==> src/rtl/tw_pkg.sv <==
package tw_pkg;
  typedef enum logic [1:0] {
    SEL_TEMP = 2'b00,
    SEL_CFG  = 2'b01,
    SEL_HYST = 2'b10,
    SEL_OVER = 2'b11
  } reg_sel_e;

  typedef enum logic [3:0] {
    ST_IDLE, ST_ADDR, ST_AACK, ST_PTR, ST_PACK,
    ST_WDATA, ST_WACK, ST_RDATA, ST_RACK
  } bus_st_e;
endpackage

==> src/rtl/tw_sync_edge.sv <==
module tw_sync_edge #(
  parameter int STAGES = 2
) (
  input  logic clk,
  input  logic rst_n,
  input  logic d,
  output logic lvl,
  output logic rise,
  output logic fall
);
  // STAGES flops synchronize; the extra top flop holds the previous level
  logic [STAGES:0] chain_q;
  logic [STAGES:0] chain_n;

  always_comb chain_n = {chain_q[STAGES-1:0], d};

  always_ff @(posedge clk or negedge rst_n) begin
    if (!rst_n) chain_q <= '1;
    else        chain_q <= chain_n;
  end

  assign lvl  = chain_q[STAGES-1];
  assign rise =  chain_q[STAGES-1] & ~chain_q[STAGES];
  assign fall = ~chain_q[STAGES-1] &  chain_q[STAGES];
endmodule

==> src/rtl/tw_regs.sv <==
module tw_regs import tw_pkg::*; #(
  parameter int          DW       = 16,
  parameter logic [15:0] HYST_RST = 16'h4B00,
  parameter logic [15:0] OVER_RST = 16'h5000
) (
  input  logic          clk,
  input  logic          rst_n,
  input  logic          ptr_we,
  input  logic [1:0]    ptr_d,
  input  logic          cfg_we,
  input  logic [7:0]    cfg_d,
  input  logic          thr_we,
  input  logic [DW-1:0] thr_d,
  input  logic [DW-1:0] temp_in,
  output reg_sel_e      ptr_q,
  output logic [7:0]    cfg_q,
  output logic [DW-1:0] thyst_q,
  output logic [DW-1:0] tover_q,
  output logic [DW-1:0] rd_data
);
  always_ff @(posedge clk or negedge rst_n) begin
    if (!rst_n) begin
      ptr_q   <= SEL_TEMP;
      cfg_q   <= '0;
      thyst_q <= HYST_RST;
      tover_q <= OVER_RST;
    end else begin
      if (ptr_we) ptr_q <= reg_sel_e'(ptr_d);
      if (cfg_we) cfg_q <= cfg_d;
      if (thr_we && ptr_q == SEL_HYST) thyst_q <= thr_d;
      if (thr_we && ptr_q == SEL_OVER) tover_q <= thr_d;
    end
  end

  // Settings byte is returned left-aligned; only its high byte is ever sent
  always_comb begin
    unique case (ptr_q)
      SEL_TEMP: rd_data = temp_in;
      SEL_CFG:  rd_data = {cfg_q, {(DW-8){1'b0}}};
      SEL_HYST: rd_data = thyst_q;
      default:  rd_data = tover_q;
    endcase
  end

  // the settings byte moves only one cycle after a write strobe
  a_r10_cfg_needs_strobe: assert property (@(posedge clk) disable iff (!rst_n)
    !$stable(cfg_q) |-> $past(cfg_we));
endmodule

==> src/rtl/tw_bus_fsm.sv <==
module tw_bus_fsm import tw_pkg::*; #(
  parameter logic [6:0] DEV_ADDR = 7'h48
) (
  input  logic        clk,
  input  logic        rst_n,
  input  logic        scl_lvl,
  input  logic        scl_rise,
  input  logic        scl_fall,
  input  logic        sda_lvl,
  input  logic        sda_rise,
  input  logic        sda_fall,
  input  reg_sel_e    ptr_q,
  input  logic [15:0] rd_data,
  output logic        ptr_we,
  output logic [1:0]  ptr_d,
  output logic        cfg_we,
  output logic [7:0]  cfg_d,
  output logic        thr_we,
  output logic [15:0] thr_d,
  output logic        sda_pull
);
  bus_st_e     st_q, st_n;
  logic [2:0]  cnt_q, cnt_n;
  logic [7:0]  sh_q, sh_n, msb_q, msb_n, lsb_q, lsb_n;
  logic [1:0]  idx_q, idx_n;
  logic        got_q, got_n, rw_q, rw_n, ackok_q, ackok_n, pull_q, pull_n;
  logic        start_ev, stop_ev, two_byte, accept;

  assign start_ev = sda_fall & scl_lvl;
  assign stop_ev  = sda_rise & scl_lvl;
  assign two_byte = (ptr_q != SEL_CFG);
  assign accept   = (idx_q == 2'd0) | (two_byte & (idx_q == 2'd1));

  always_comb begin
    st_n = st_q; cnt_n = cnt_q; sh_n = sh_q; msb_n = msb_q; lsb_n = lsb_q;
    idx_n = idx_q; got_n = got_q; rw_n = rw_q; ackok_n = ackok_q; pull_n = pull_q;
    ptr_we = 1'b0; cfg_we = 1'b0; thr_we = 1'b0;
    if (start_ev) begin
      st_n = ST_ADDR; cnt_n = '0; got_n = 1'b0; pull_n = 1'b0;
    end else if (stop_ev) begin
      st_n = ST_IDLE; got_n = 1'b0; pull_n = 1'b0;
    end else begin
      unique case (st_q)
        ST_ADDR, ST_PTR, ST_WDATA: begin
          if (scl_rise) begin
            sh_n  = {sh_q[6:0], sda_lvl};
            cnt_n = cnt_q + 3'd1;
            if (cnt_q == 3'd7) got_n = 1'b1;
          end else if (scl_fall && got_q) begin
            got_n = 1'b0; cnt_n = '0;
            if (st_q == ST_ADDR) begin
              if (sh_q[7:1] == DEV_ADDR) begin
                pull_n = 1'b1; rw_n = sh_q[0]; st_n = ST_AACK;
              end else begin
                st_n = ST_IDLE;
              end
            end else if (st_q == ST_PTR) begin
              ptr_we = 1'b1; pull_n = 1'b1; st_n = ST_PACK;
            end else if (accept) begin
              pull_n = 1'b1; st_n = ST_WACK; idx_n = idx_q + 2'd1;
              if (ptr_q == SEL_CFG)                      cfg_we = 1'b1;
              else if (ptr_q != SEL_TEMP && idx_q == 2'd0) msb_n = sh_q;
              else if (ptr_q != SEL_TEMP)                  thr_we = 1'b1;
            end else begin
              st_n = ST_IDLE;
            end
          end
        end
        ST_AACK: if (scl_fall) begin
          if (rw_q) begin
            st_n = ST_RDATA; sh_n = rd_data[15:8]; lsb_n = rd_data[7:0];
            pull_n = ~rd_data[15]; cnt_n = '0; idx_n = '0;
          end else begin
            st_n = ST_PTR; pull_n = 1'b0;
          end
        end
        ST_PACK: if (scl_fall) begin
          st_n = ST_WDATA; pull_n = 1'b0; idx_n = '0;
        end
        ST_WACK: if (scl_fall) begin
          st_n = ST_WDATA; pull_n = 1'b0;
        end
        ST_RDATA: if (scl_fall) begin
          if (cnt_q == 3'd7) begin
            pull_n = 1'b0; st_n = ST_RACK;
          end else begin
            sh_n = {sh_q[6:0], 1'b0}; pull_n = ~sh_q[6]; cnt_n = cnt_q + 3'd1;
          end
        end
        ST_RACK: begin
          if (scl_rise) ackok_n = ~sda_lvl & two_byte & (idx_q == 2'd0);
          else if (scl_fall) begin
            ackok_n = 1'b0;
            if (ackok_q) begin
              st_n = ST_RDATA; sh_n = lsb_q; pull_n = ~lsb_q[7];
              cnt_n = '0; idx_n = 2'd1;
            end else begin
              st_n = ST_IDLE;
            end
          end
        end
        default: ;
      endcase
    end
  end

  always_ff @(posedge clk or negedge rst_n) begin
    if (!rst_n) begin
      st_q <= ST_IDLE; cnt_q <= '0; sh_q <= '0; msb_q <= '0; lsb_q <= '0;
      idx_q <= '0; got_q <= 1'b0; rw_q <= 1'b0; ackok_q <= 1'b0; pull_q <= 1'b0;
    end else begin
      st_q <= st_n; cnt_q <= cnt_n; sh_q <= sh_n; msb_q <= msb_n; lsb_q <= lsb_n;
      idx_q <= idx_n; got_q <= got_n; rw_q <= rw_n; ackok_q <= ackok_n; pull_q <= pull_n;
    end
  end

  assign ptr_d    = sh_q[1:0];
  assign cfg_d    = sh_q;
  assign thr_d    = {msb_q, sh_q};
  assign sda_pull = pull_q;

  // the data line only moves while the clock line is low
  a_r9_sda_moves_scl_low: assert property (@(posedge clk) disable iff (!rst_n)
    !$stable(pull_q) |-> !scl_lvl);
  // a STOP leaves the target idle and released
  a_r1_stop_releases: assert property (@(posedge clk) disable iff (!rst_n)
    stop_ev |=> (st_q == ST_IDLE) && !pull_q);
  // an idle (or unaddressed) target never pulls the line
  a_r2_idle_quiet: assert property (@(posedge clk) disable iff (!rst_n)
    (st_q == ST_IDLE) |-> !pull_q);
  // at most one register write per cycle
  a_r4_one_strobe: assert property (@(posedge clk) disable iff (!rst_n)
    $onehot0({ptr_we, cfg_we, thr_we}));
  // a threshold commits only with its second byte
  a_r5_thr_second_byte: assert property (@(posedge clk) disable iff (!rst_n)
    thr_we |-> (idx_q == 2'd1) && (st_q == ST_WDATA));
  // a NACKed read byte is never followed by more data
  a_r8_nack_ends_read: assert property (@(posedge clk) disable iff (!rst_n)
    (st_q == ST_RACK && scl_rise && sda_lvl) |=> !ackok_q);
endmodule

==> src/rtl/tw_ptr_target.sv <==
module tw_ptr_target import tw_pkg::*; #(
  parameter logic [6:0]  DEV_ADDR    = 7'h48,
  parameter int          SYNC_STAGES = 2,
  parameter logic [15:0] HYST_RST    = 16'h4B00,
  parameter logic [15:0] OVER_RST    = 16'h5000
) (
  input  logic        clk,
  input  logic        rst_n,
  input  logic        scl_in,
  input  logic        sda_in,
  output logic        sda_drive_low,
  input  logic [15:0] temp_in,
  output logic [7:0]  cfg_q,
  output logic [15:0] thyst_q,
  output logic [15:0] tover_q
);
  logic [1:0] rst_sync_q;
  logic       rst_i;

  // asynchronous assertion, synchronous release
  always_ff @(posedge clk or negedge rst_n) begin
    if (!rst_n) rst_sync_q <= '0;
    else        rst_sync_q <= {rst_sync_q[0], 1'b1};
  end
  assign rst_i = rst_sync_q[1];

  logic scl_lvl, scl_rise, scl_fall, sda_lvl, sda_rise, sda_fall;

  tw_sync_edge #(.STAGES(SYNC_STAGES)) i_scl_sync (
    .clk(clk), .rst_n(rst_i), .d(scl_in),
    .lvl(scl_lvl), .rise(scl_rise), .fall(scl_fall));
  tw_sync_edge #(.STAGES(SYNC_STAGES)) i_sda_sync (
    .clk(clk), .rst_n(rst_i), .d(sda_in),
    .lvl(sda_lvl), .rise(sda_rise), .fall(sda_fall));

  reg_sel_e    ptr_q;
  logic        ptr_we, cfg_we, thr_we;
  logic [1:0]  ptr_d;
  logic [7:0]  cfg_d;
  logic [15:0] thr_d, rd_data;

  tw_bus_fsm #(.DEV_ADDR(DEV_ADDR)) i_fsm (
    .clk(clk), .rst_n(rst_i),
    .scl_lvl(scl_lvl), .scl_rise(scl_rise), .scl_fall(scl_fall),
    .sda_lvl(sda_lvl), .sda_rise(sda_rise), .sda_fall(sda_fall),
    .ptr_q(ptr_q), .rd_data(rd_data),
    .ptr_we(ptr_we), .ptr_d(ptr_d), .cfg_we(cfg_we), .cfg_d(cfg_d),
    .thr_we(thr_we), .thr_d(thr_d), .sda_pull(sda_drive_low));

  tw_regs #(.DW(16), .HYST_RST(HYST_RST), .OVER_RST(OVER_RST)) i_regs (
    .clk(clk), .rst_n(rst_i),
    .ptr_we(ptr_we), .ptr_d(ptr_d), .cfg_we(cfg_we), .cfg_d(cfg_d),
    .thr_we(thr_we), .thr_d(thr_d), .temp_in(temp_in),
    .ptr_q(ptr_q), .cfg_q(cfg_q), .thyst_q(thyst_q), .tover_q(tover_q),
    .rd_data(rd_data));
endmodule

==> config.mk <==
export PLATFORM = sky130hd
export DESIGN_NAME = tw_ptr_target
export DESIGN_NICKNAME = d
export VERILOG_FILES = /design/src/rtl/tw_pkg.sv /design/src/rtl/tw_sync_edge.sv /design/src/rtl/tw_regs.sv /design/src/rtl/tw_bus_fsm.sv /design/src/rtl/tw_ptr_target.sv
export SDC_FILE = /design/constraint.sdc
export NUM_CORES = 1
export LEC_CHECK = 0
export BUFFER_PORTS_ARGS = -buffer_cell sky130_fd_sc_hd__buf_2
export CAP_MARGIN = 20
export CORE_MARGIN = 1.5
export CORE_UTILIZATION = 62
export DETAILED_ROUTE_END_ITERATION = 12
export HOLD_SLACK_MARGIN = 0.02
export PLACE_DENSITY = 0.84
export SLEW_MARGIN = 20
export SYNTH_ARGS = -nofsm -noshare
export SYNTH_HDL_FRONTEND = slang
export SYNTH_SLANG_ARGS = --single-unit
==> constraint.sdc <==
create_clock -name clk -period 7 [get_ports clk]
set_clock_uncertainty 0.1 [all_clocks]
set_input_delay 2.1 -clock clk [delete_from_list [all_inputs] [get_ports clk]]
set_output_delay 2.1 -clock clk [all_outputs]
set_load 0.005 [all_outputs]
==> summary.md, run 1 <==
| Metric | Value |
|---|---|
| Hold buffer count at cts | 0 |
| Crit path max fanout | 3 |
| Mean Syn Cell Area | 12.0 um^2 |
| CP endpoint kind | output pin |
| Port bufs | 60 |
| Diode count | 0 |
| Detail Placement HPWL | 7390 um |
| Wirelength, routed | 11100 um |
| Slowest cell delay on critical path | 560 ps |
| Cells after synthesis | 390 |
| DR iter-0 viols | 229 |
| P per Cell Area | 301 nW/um^2 |
| Crit Path Class | flop to output pin |
| Area Growth Syn to Fin | 11.3% |
| RSZ-0062 raised after global routing | false |
| Hold crit path type | flop to asynchronous set/reset pin |
| Clock Latency Late Sink | 360 ps |
| DR pass1 iterations | 4 |
| Share of layout cells above drive strength 1 | 37.7% |
| Ports | 61 |
| Status | completed |
| Worst Setup Slack, final | 3760 ps |
| DR vias | 3510 |
| Required @ worst endpoint | 4800 ps |
| Worst Setup SP | i_regs.tover_q[12] |
| Crit path buf inv count | 1 |
| H-tree Lvls | 3 |
| Total die area | 8080 um^2 |
| Number of antenna violations at the first check in global routing | 0 |
| Fin crit share | 46.2% |
| First-pass GRT wire length | 18100 um |
| Final Slew Violations | 0 |
| Pleak | 2.50 nW |
| Die Y | 89.9 um |
| Clk slew on worst S/H paths | 100 ps |
| Stages on worst setup path | 1 |
| Synth unique cells | 64 |
| Synthesized Nets | 416 |
| Worst-margin pin slew | 1080 ps |
| Total Routing Usage GR | 28.7% |
| Synth Register Bits | 87 |
| Gpl congestion | 0.887 |
| CP max-delay cell | dfstp_2 |
| Die X | 89.9 um |
| EDFF count, synth | 0 |
| Initial Utilization | 64.2% |
| Asr flop ratio synth | 100% |
| Worst r2r src | i_scl_sync.chain_q[2] |
| Setup TNS | 0 ps |
| Grt ovf | 0 |
| WL/cell | 20.3 um |
| VDD IR max | 133 uV |
| Fmax | 309 MHz |
| Number of global-route vias before repair | 3500 |
| FF-to-FF setup slack | 3830 ps |
| Worst-path cell chain | buf_2 |
| Sequential area share after synthesis | 46.8% |
| Core area | 7290 um^2 |
| Routed Antenna Nets | 0 |
| Yosys Warn Count | 0 |
| Slew HR | 28.2% |
| Final setup vio count | 0 |
| Clock Root Buffer | clkbuf_8 |
| DRC | 0 |
| Reg2reg end | i_regs.tover_q[7] |
| Reg2reg path depth | 7 |
| DR vias/cell | 6.44 |
| Main synth FF type | dfrtp_1 |
| Postcts setup bufs | 0 |
| Clock Tree Buf Depth | 2 |
| TritonCTS clock tree | yes |
| Row cnt | 31 |
| Final Critical Period | 3240 ps |
| CTS Sinks | 87 |
| Largest net degree at the start of global routing | 86 |
| Nets | 467 |
| Num CTS Buffers | 9 |
| Mapped cell area | 4680 um^2 |
| Crit start category | flop |
| Post-CTS sizing | 0 |
| Max-cap viol count | 0 |
| Hold Violations, Final | 0 |
| Arrival time worst endpoint | 1040 ps |
| Crit path max-delay family | flip-flops |
| Pre-CTS setup slack | 3600 ps |
## cell usage after synthesis (4+ instances only)
cell type / number / area [um^2]
a22oi_1: 16 / 120
mux2_4: 18 / 270
mux4_2: 8 / 180
nand2b_1: 8 / 50.1
nand3b_1: 4 / 30.0
o21ai_0: 20 / 100
buf_2: 9 / 45.0
clkbuf_1: 9 / 33.8
a31oi_1: 8 / 50.1
mux2_2: 34 / 383
inv_1: 4 / 15.0
o21ai_1: 7 / 35.0
nand2_1: 36 / 135
dfrtp_1: 75 / 1880
mux2i_1: 7 / 70.1
mux2_1: 18 / 203
dfstp_2: 12 / 315
nor2_1: 10 / 37.5
a21oi_1: 7 / 35.0
ha_1: 6 / 75.1
nor2b_1: 10 / 62.6
nor3_1: 5 / 25.0
buf_6: 4 / 45.0
## sequential cells by signal (all words and copies together), names as in the netlist, 3 cells and up
| name | cells |
|---|---|
| i_fsm.cfg_d | 8 |
| i_fsm.cnt_q | 3 |
| i_fsm.lsb_q | 8 |
| i_fsm.msb_q | 8 |
| i_fsm.st_q | 4 |
| i_regs.cfg_q | 8 |
| i_regs.thyst_q | 16 |
| i_regs.tover_q | 16 |
| i_scl_sync.chain_q | 3 |
| i_sda_sync.chain_q | 3 |
## how the worst max path moves through the flow
stage                         to  slack, ps
5_1_grt        i_regs.tover_q[7]       3720
4_1_cts              tover_q[12]       3750
3_3_place_gp      i_fsm.cfg_d[3]       3650
3_5_place_dp      i_fsm.cfg_d[5]       3600
2_1_floorplan     i_fsm.cfg_d[1]       3790
6_report             tover_q[12]       3760
## power breakdown
| part | switching [mW] | leakage, nW | internal (mW) |
|---|---|---|---|
| sequential | 0.148 | 1.14 | 0.551 |
| combinational | 0.272 | 1.26 | 0.262 |
| clock | 0.199 | 0.0980 | 0.137 |
| total | 0.619 | 2.50 | 0.951 |
## kinds of logic (layout without fill, tap and decap cells)
kind of cell             count (synthesis)  count (layout)  share of synthesized area [%]
XOR/XNOR                                 2               2                          0.374
flip-flops                              87              87                           46.8
AND/OR/NAND/NOR                        104             104                           13.3
adder cells (fa/ha/maj)                  6               6                           1.60
multiplexers                            85              85                           23.6
buffers and inverters                   28              84                           3.21
AO/OA/AOI/OAI                           77              77                           10.9
other                                    1               1                         0.0801
## cells in the final DEF, fill, tap and decap left out, types with 3 or more instances in the layout
| master | instances |
|---|---|
| inv_1 | 4 |
| ha_1 | 6 |
| mux2_4 | 18 |
| nor3_1 | 5 |
| buf_4 | 3 |
| o21ai_1 | 7 |
| nand3b_1 | 4 |
| and3_1 | 3 |
| o21ai_0 | 20 |
| buf_2 | 60 |
| mux2_1 | 18 |
| nand3_1 | 3 |
| nor2b_1 | 10 |
| dfstp_2 | 12 |
| mux2i_1 | 7 |
| nand2b_1 | 8 |
| clkbuf_8 | 9 |
| mux4_2 | 8 |
| nor2_1 | 10 |
| nand4_1 | 3 |
| a21oi_1 | 7 |
| a22oi_1 | 16 |
| mux2_2 | 34 |
| nand2_1 | 36 |
| a31oi_1 | 8 |
| dfrtp_1 | 74 |
## metal layers
| metal | vias up | part of all wire (%) | global-route usage (%) |
|---|---|---|---|
| met5 | - | 0 | 0 |
| met4 | 0 | 2.0 | 9.79 |
| li1 | 1550 | - | - |
| met3 | 25 | 6.3 | 6.18 |
| met2 | 156 | 48 | 45.5 |
| met1 | 1779 | 43 | 39.4 |
## metrics by stage
stage | hold WS, ps | utilization [%] | power, mW | instance area, um^2 | cells
2_1_floorplan | 231 | - | 1.09 | 4680 | 390
3_3_place_gp | 238 | 68.5 | 1.20 | 4990 | 528
3_5_place_dp | 238 | 68.5 | 1.22 | 4990 | 528
4_1_cts | 260 | 71.1 | 1.56 | 5180 | 544
5_1_grt | 222 | 71.4 | 1.65 | 5210 | 545
6_report | 176 | 71.4 | 1.57 | 5210 | 545
## final cells by class
| type | instances | area (um^2) |
|---|---|---|
| Multi-Input combinational cell | 275 | 2340 |
| Sequential cell | 87 | 2200 |
| Fill cell | 560 | 2080 |
| Timing Repair Buffer | 64 | 350 |
| Clock buffer | 9 | 124 |
| Tap cell | 99 | 124 |
| Clock inverter | 7 | 62.6 |
| Inverter | 4 | 15.0 |
Power figures use the tool's default switching activity.
==> run 2: changes to the inputs <==
Settings changed: CORE_UTILIZATION 62 to 58, PLACE_DENSITY 0.84 to 0.79.
Clock period 7 ns to 3.3 ns, I/O delays scaled along.
==> summary.md, run 2 (synthesis results as in run 1) <==
| Metric | Value |
|---|---|
| VDD IR max | 375 uV |
| Reg2reg end | i_regs.tover_q[7] |
| DR vias | 3465 |
| Pleak | 2.54 nW |
| Post-CTS sizing | 0 |
| Fin crit share | 85.3% |
| FF-to-FF setup slack | 480 ps |
| Hold_ws | 146 ps |
| RSZ-0062 raised after global routing | false |
| P per Cell Area | 634 nW/um^2 |
| Postcts setup bufs | 0 |
| Reg2reg path depth | 8 |
| Number of antenna violations at the first check in global routing | 0 |
| Nets | 476 |
| Total die area | 8620 um^2 |
| CTS Sinks | 87 |
| DRC | 0 |
| Fmax | 355 MHz |
| CP endpoint kind | flop |
| Hold crit path type | flop to asynchronous set/reset pin |
| Final Slew Violations | 0 |
| Largest net degree at the start of global routing | 86 |
| Die X | 92.8 um |
| Area Growth Syn to Fin | 12.9% |
| Total Routing Usage GR | 27.8% |
| DR pass1 iterations | 4 |
| Final Power | 3.35 mW |
| Final core utilization | 68.0% |
| Crit Path Class | flop to flop |
| Setup crit end | i_regs.tover_q[7] |
| Crit path max fanout | 9 |
| Ports | 61 |
| Crit start category | flop |
| Number of global-route vias before repair | 3444 |
| Max-cap viol count | 0 |
| Hold Violations, Final | 0 |
| WL/cell | 20.2 um |
| Num CTS Buffers | 9 |
| Worst Setup SP | i_scl_sync.chain_q[2] |
| Row cnt | 32 |
| Pre-CTS setup slack | 559 ps |
| Required @ worst endpoint | 3430 ps |
| TritonCTS clock tree | yes |
| Clock Tree Buf Depth | 2 |
| DR vias/cell | 6.22 |
| Most frequent cells in the layout | 74 x dfrtp_1, 60 x buf_2, 36 x nand2_1 |
| Slew HR | 56.1% |
| Clock Root Buffer | clkbuf_8 |
| Core area | 7770 um^2 |
| Share of layout cells above drive strength 1 | 38.9% |
| Setup TNS | 0 ps |
| Wirelength, routed | 11300 um |
| Die Y | 92.8 um |
| Detail Placement HPWL | 7840 um |
| First-pass GRT wire length | 18200 um |
| Port bufs | 60 |
| Worst Setup Slack, final | 485 ps |
| Routed Antenna Nets | 0 |
| Hold buffer count at cts | 0 |
| Diode count | 0 |
| Commonest non-fill, non-tap cell in the layout | dfrtp_1 |
| Grt ovf | 0 |
| Gpl congestion | 0.936 |
| DR iter-0 viols | 337 |
| Status | completed |
| Arrival time worst endpoint | 2950 ps |
| Worst-margin pin slew | 657 ps |
| Initial Utilization | 60.2% |
| Final setup vio count | 0 |
| Final Critical Period | 2820 ps |
| H-tree Lvls | 3 |
| Regs by FF count | i_regs.thyst_q (16), i_regs.tover_q (16) |
| Clock Latency Late Sink | 360 ps |
| Worst r2r src | i_scl_sync.chain_q[2] |
| Clk slew on worst S/H paths | 90 ps |
run 2: area by class of cell:
| class | count | area, um^2 |
|---|---|---|
| multi-input combinational | 275 | 2340 |
| tap | 102 | 128 |
| clock buffer | 11 | 151 |
| fill | 599 | 2480 |
| timing repair buffer | 73 | 418 |
| inverter | 4 | 15.0 |
| clock inverter | 5 | 38.8 |
| sequential | 87 | 2200 |
run 2: worst min-delay path by stage:
stage                                  endpoint             startpoint  slack [ps]
final                             i_fsm.st_q[3]          rst_sync_q[1]         150
after floorplan                   rst_sync_q[1]          rst_sync_q[0]         230
after detailed placement          rst_sync_q[1]          rst_sync_q[0]         240
after global placement            rst_sync_q[1]          rst_sync_q[0]         240
after global routing             i_fsm.cnt_q[1]          rst_sync_q[1]         180
after CTS                 i_sda_sync.chain_q[1]  i_sda_sync.chain_q[0]         260
run 2: per-layer routing:
metal	vias to the layer above	track usage (%)	share of wire, %
met1	1725	40.1	45
met3	19	4.68	6.1
met4	0	9.47	1.7
li1	1553	-	-
met5	-	0	0
met2	168	42.6	47
run 2: worst max-delay path, cell delays in order (launching register included):
cell	delay, ps
dfstp_2	540
inv_1	40
ha_1	270
nand3b_1	220
a21oi_2	210
and3_4	240
and4b_1	480
buf_4	260
mux2_1	340
run 2: through the flow:
stage,std cells,cell area (um^2)
floorplan,390,4680
global placement,540,5070
detailed placement,540,5070
CTS,556,5260
global route,557,5280
finish,557,5280
run 2: power by group:
| part | total [mW] | switching [mW] | internal, mW |
|---|---|---|---|
| Clock | 0.733 | 0.412 | 0.321 |
| Combinational | 1.25 | 0.661 | 0.585 |
| Sequential | 1.37 | 0.200 | 1.17 |
| Total | 3.35 | 1.27 | 2.08 |
==> run 3: changes to the inputs <==
Settings changed: CORE_UTILIZATION 58 to 60, CTS_BUF_LIST set to sky130_fd_sc_hd__clkbuf_4, PLACE_DENSITY 0.79 to 0.81.
==> summary.md, run 3 (synthesis results as in run 1) <==
| Metric | Value |
|---|---|
| Status | completed |
| Detail Placement HPWL | 7610 um |
| Setup TNS | 0 ps |
| First-pass GRT wire length | 17800 um |
| Post-CTS sizing | 0 |
| DR iter-0 viols | 403 |
| Arrival time worst endpoint | 2890 ps |
| Total Routing Usage GR | 27.6% |
| Crit path max fanout | 24 |
| Die X | 91.3 um |
| Num CTS Buffers | 9 |
| TritonCTS clock tree | yes |
| CTS Sinks | 87 |
| Largest net degree at the start of global routing | 86 |
| Slowest cell delay on critical path | 860 ps |
| Share of layout cells above drive strength 1 | 38.8% |
| Clock Tree Buf Depth | 2 |
| Crit Path Class | flop to flop |
| DRC | 0 |
| DR vias/cell | 6.30 |
| Number of antenna violations at the first check in global routing | 0 |
| Row cnt | 32 |
| Port bufs | 60 |
| Die Y | 91.3 um |
| Fmax | 378 MHz |
| CP max-delay cell | dfrtp_1 |
| VDD IR max | 353 uV |
| Finished Cell Area | 5210 um^2 |
| P per Cell Area | 609 nW/um^2 |
| Clock Latency Late Sink | 440 ps |
| Final Slew Violations | 0 |
| Total die area | 8340 um^2 |
| Ports | 61 |
| Nets | 475 |
| Required @ worst endpoint | 3550 ps |
| Worst-margin pin slew | 789 ps |
| Final setup vio count | 0 |
| Grt ovf | 0 |
| Gpl congestion | 0.980 |
| Postcts setup bufs | 0 |
| Routed Antenna Nets | 0 |
| Area Growth Syn to Fin | 11.3% |
| Clk slew on worst S/H paths | 150 ps |
| Pleak | 2.51 nW |
| Wirelength, routed | 11000 um |
| Hold buffer count at cts | 0 |
| RSZ-0062 raised after global routing | false |
| Final Critical Period | 2650 ps |
| Hold crit path type | flop to asynchronous set/reset pin |
| H-tree Lvls | 3 |
| Fin crit share | 80.2% |
| Number of global-route vias before repair | 3381 |
| Worst-path cell chain | nor4b_2, buf_4, a22oi_1, nand2_1, nor3_4, mux2_4 |
| Area of placed instances | 5060 um^2 |
| Clock Root Buffer | clkbuf_4 |
| Initial Utilization | 61.2% |
| DR vias | 3502 |
| WL/cell | 19.7 um |
| Crit start category | flop |
| Commonest non-fill, non-tap cell in the layout | dfrtp_1 |
| Core area | 7650 um^2 |
| CP endpoint kind | flop |
| DR pass1 iterations | 5 |
| Hold Violations, Final | 0 |
| Regs by FF count | i_regs.thyst_q (16), i_regs.tover_q (16) |
| Diode count | 0 |
| Slew HR | 47.4% |
| Max-cap viol count | 0 |
| Most frequent cells in the layout | 74 x dfrtp_1, 60 x buf_2, 36 x nand2_1 |
| Filler cells | 583 |
run 3: layer usage:
| layer | part of all wire [%] | vias to the layer above | GRT usage, % |
|---|---|---|---|
| met4 | 1.4 | 0 | 8.20 |
| met5 | 0 | - | 0 |
| met2 | 47 | 130 | 41.3 |
| met3 | 4.8 | 15 | 4.77 |
| met1 | 47 | 1798 | 41.4 |
| li1 | - | 1559 | - |
run 3: where the power goes:
| group | switching [mW] | internal, mW | total (mW) | leakage [nW] |
|---|---|---|---|---|
| combinational | 0.641 | 0.585 | 1.23 | 1.30 |
| clock | 0.383 | 0.182 | 0.565 | 0.0698 |
| sequential | 0.211 | 1.17 | 1.38 | 1.14 |
| total | 1.24 | 1.94 | 3.17 | 2.51 |
run 3: per-stage QoR:
stage,worst slack [ps],hold slack [ps],total power [mW],utilization [%],std cells
detailed placement,693,236,2.60,66.1,539
CTS,669,194,3.15,67.8,555
global route,477,170,3.36,68.1,556
finish,653,137,3.17,68.1,556
global placement,773,241,2.58,66.1,539
floorplan,618,231,2.30,-,390
run 3: critical path: cells and delay by family, from the launching register on:
kind            cells  cell delay, ps
flops               1             860
simple gates        3             810
compound gates      1             220
buf+inv             1             210
mux                 1             340
run 3: worst paths after layout:
kind | from | end | slack [ps] | cells past startpoint
max in group asynchronous | rst_sync_q[1] | i_regs.tover_q[12] | 2320 | 1
hold reg to reg | rst_sync_q[1] | i_fsm.st_q[0] | 140 | 0
setup / recovery | i_fsm.st_q[3] | i_fsm.cfg_d[1] | 650 | 6
hold / removal | rst_sync_q[1] | i_fsm.st_q[0] | 140 | 0
setup reg to reg | i_fsm.st_q[3] | i_fsm.cfg_d[1] | 650 | 6
min in group clk | i_scl_sync.chain_q[0] | i_scl_sync.chain_q[1] | 260 | 0
run 3: layout make-up:
| class | count | area (um^2) | area share [%] |
|---|---|---|---|
| Clock buffer | 11 | 82.6 | 1.59 |
| Clock inverter | 5 | 41.3 | 0.793 |
| Inverter | 4 | 15.0 | 0.288 |
| Multi-Input combinational cell | 275 | 2340 | 44.9 |
| Sequential cell | 87 | 2200 | 42.1 |
| Tap cell | 102 | 128 | 2.45 |
| Timing Repair Buffer | 72 | 410 | 7.88 |
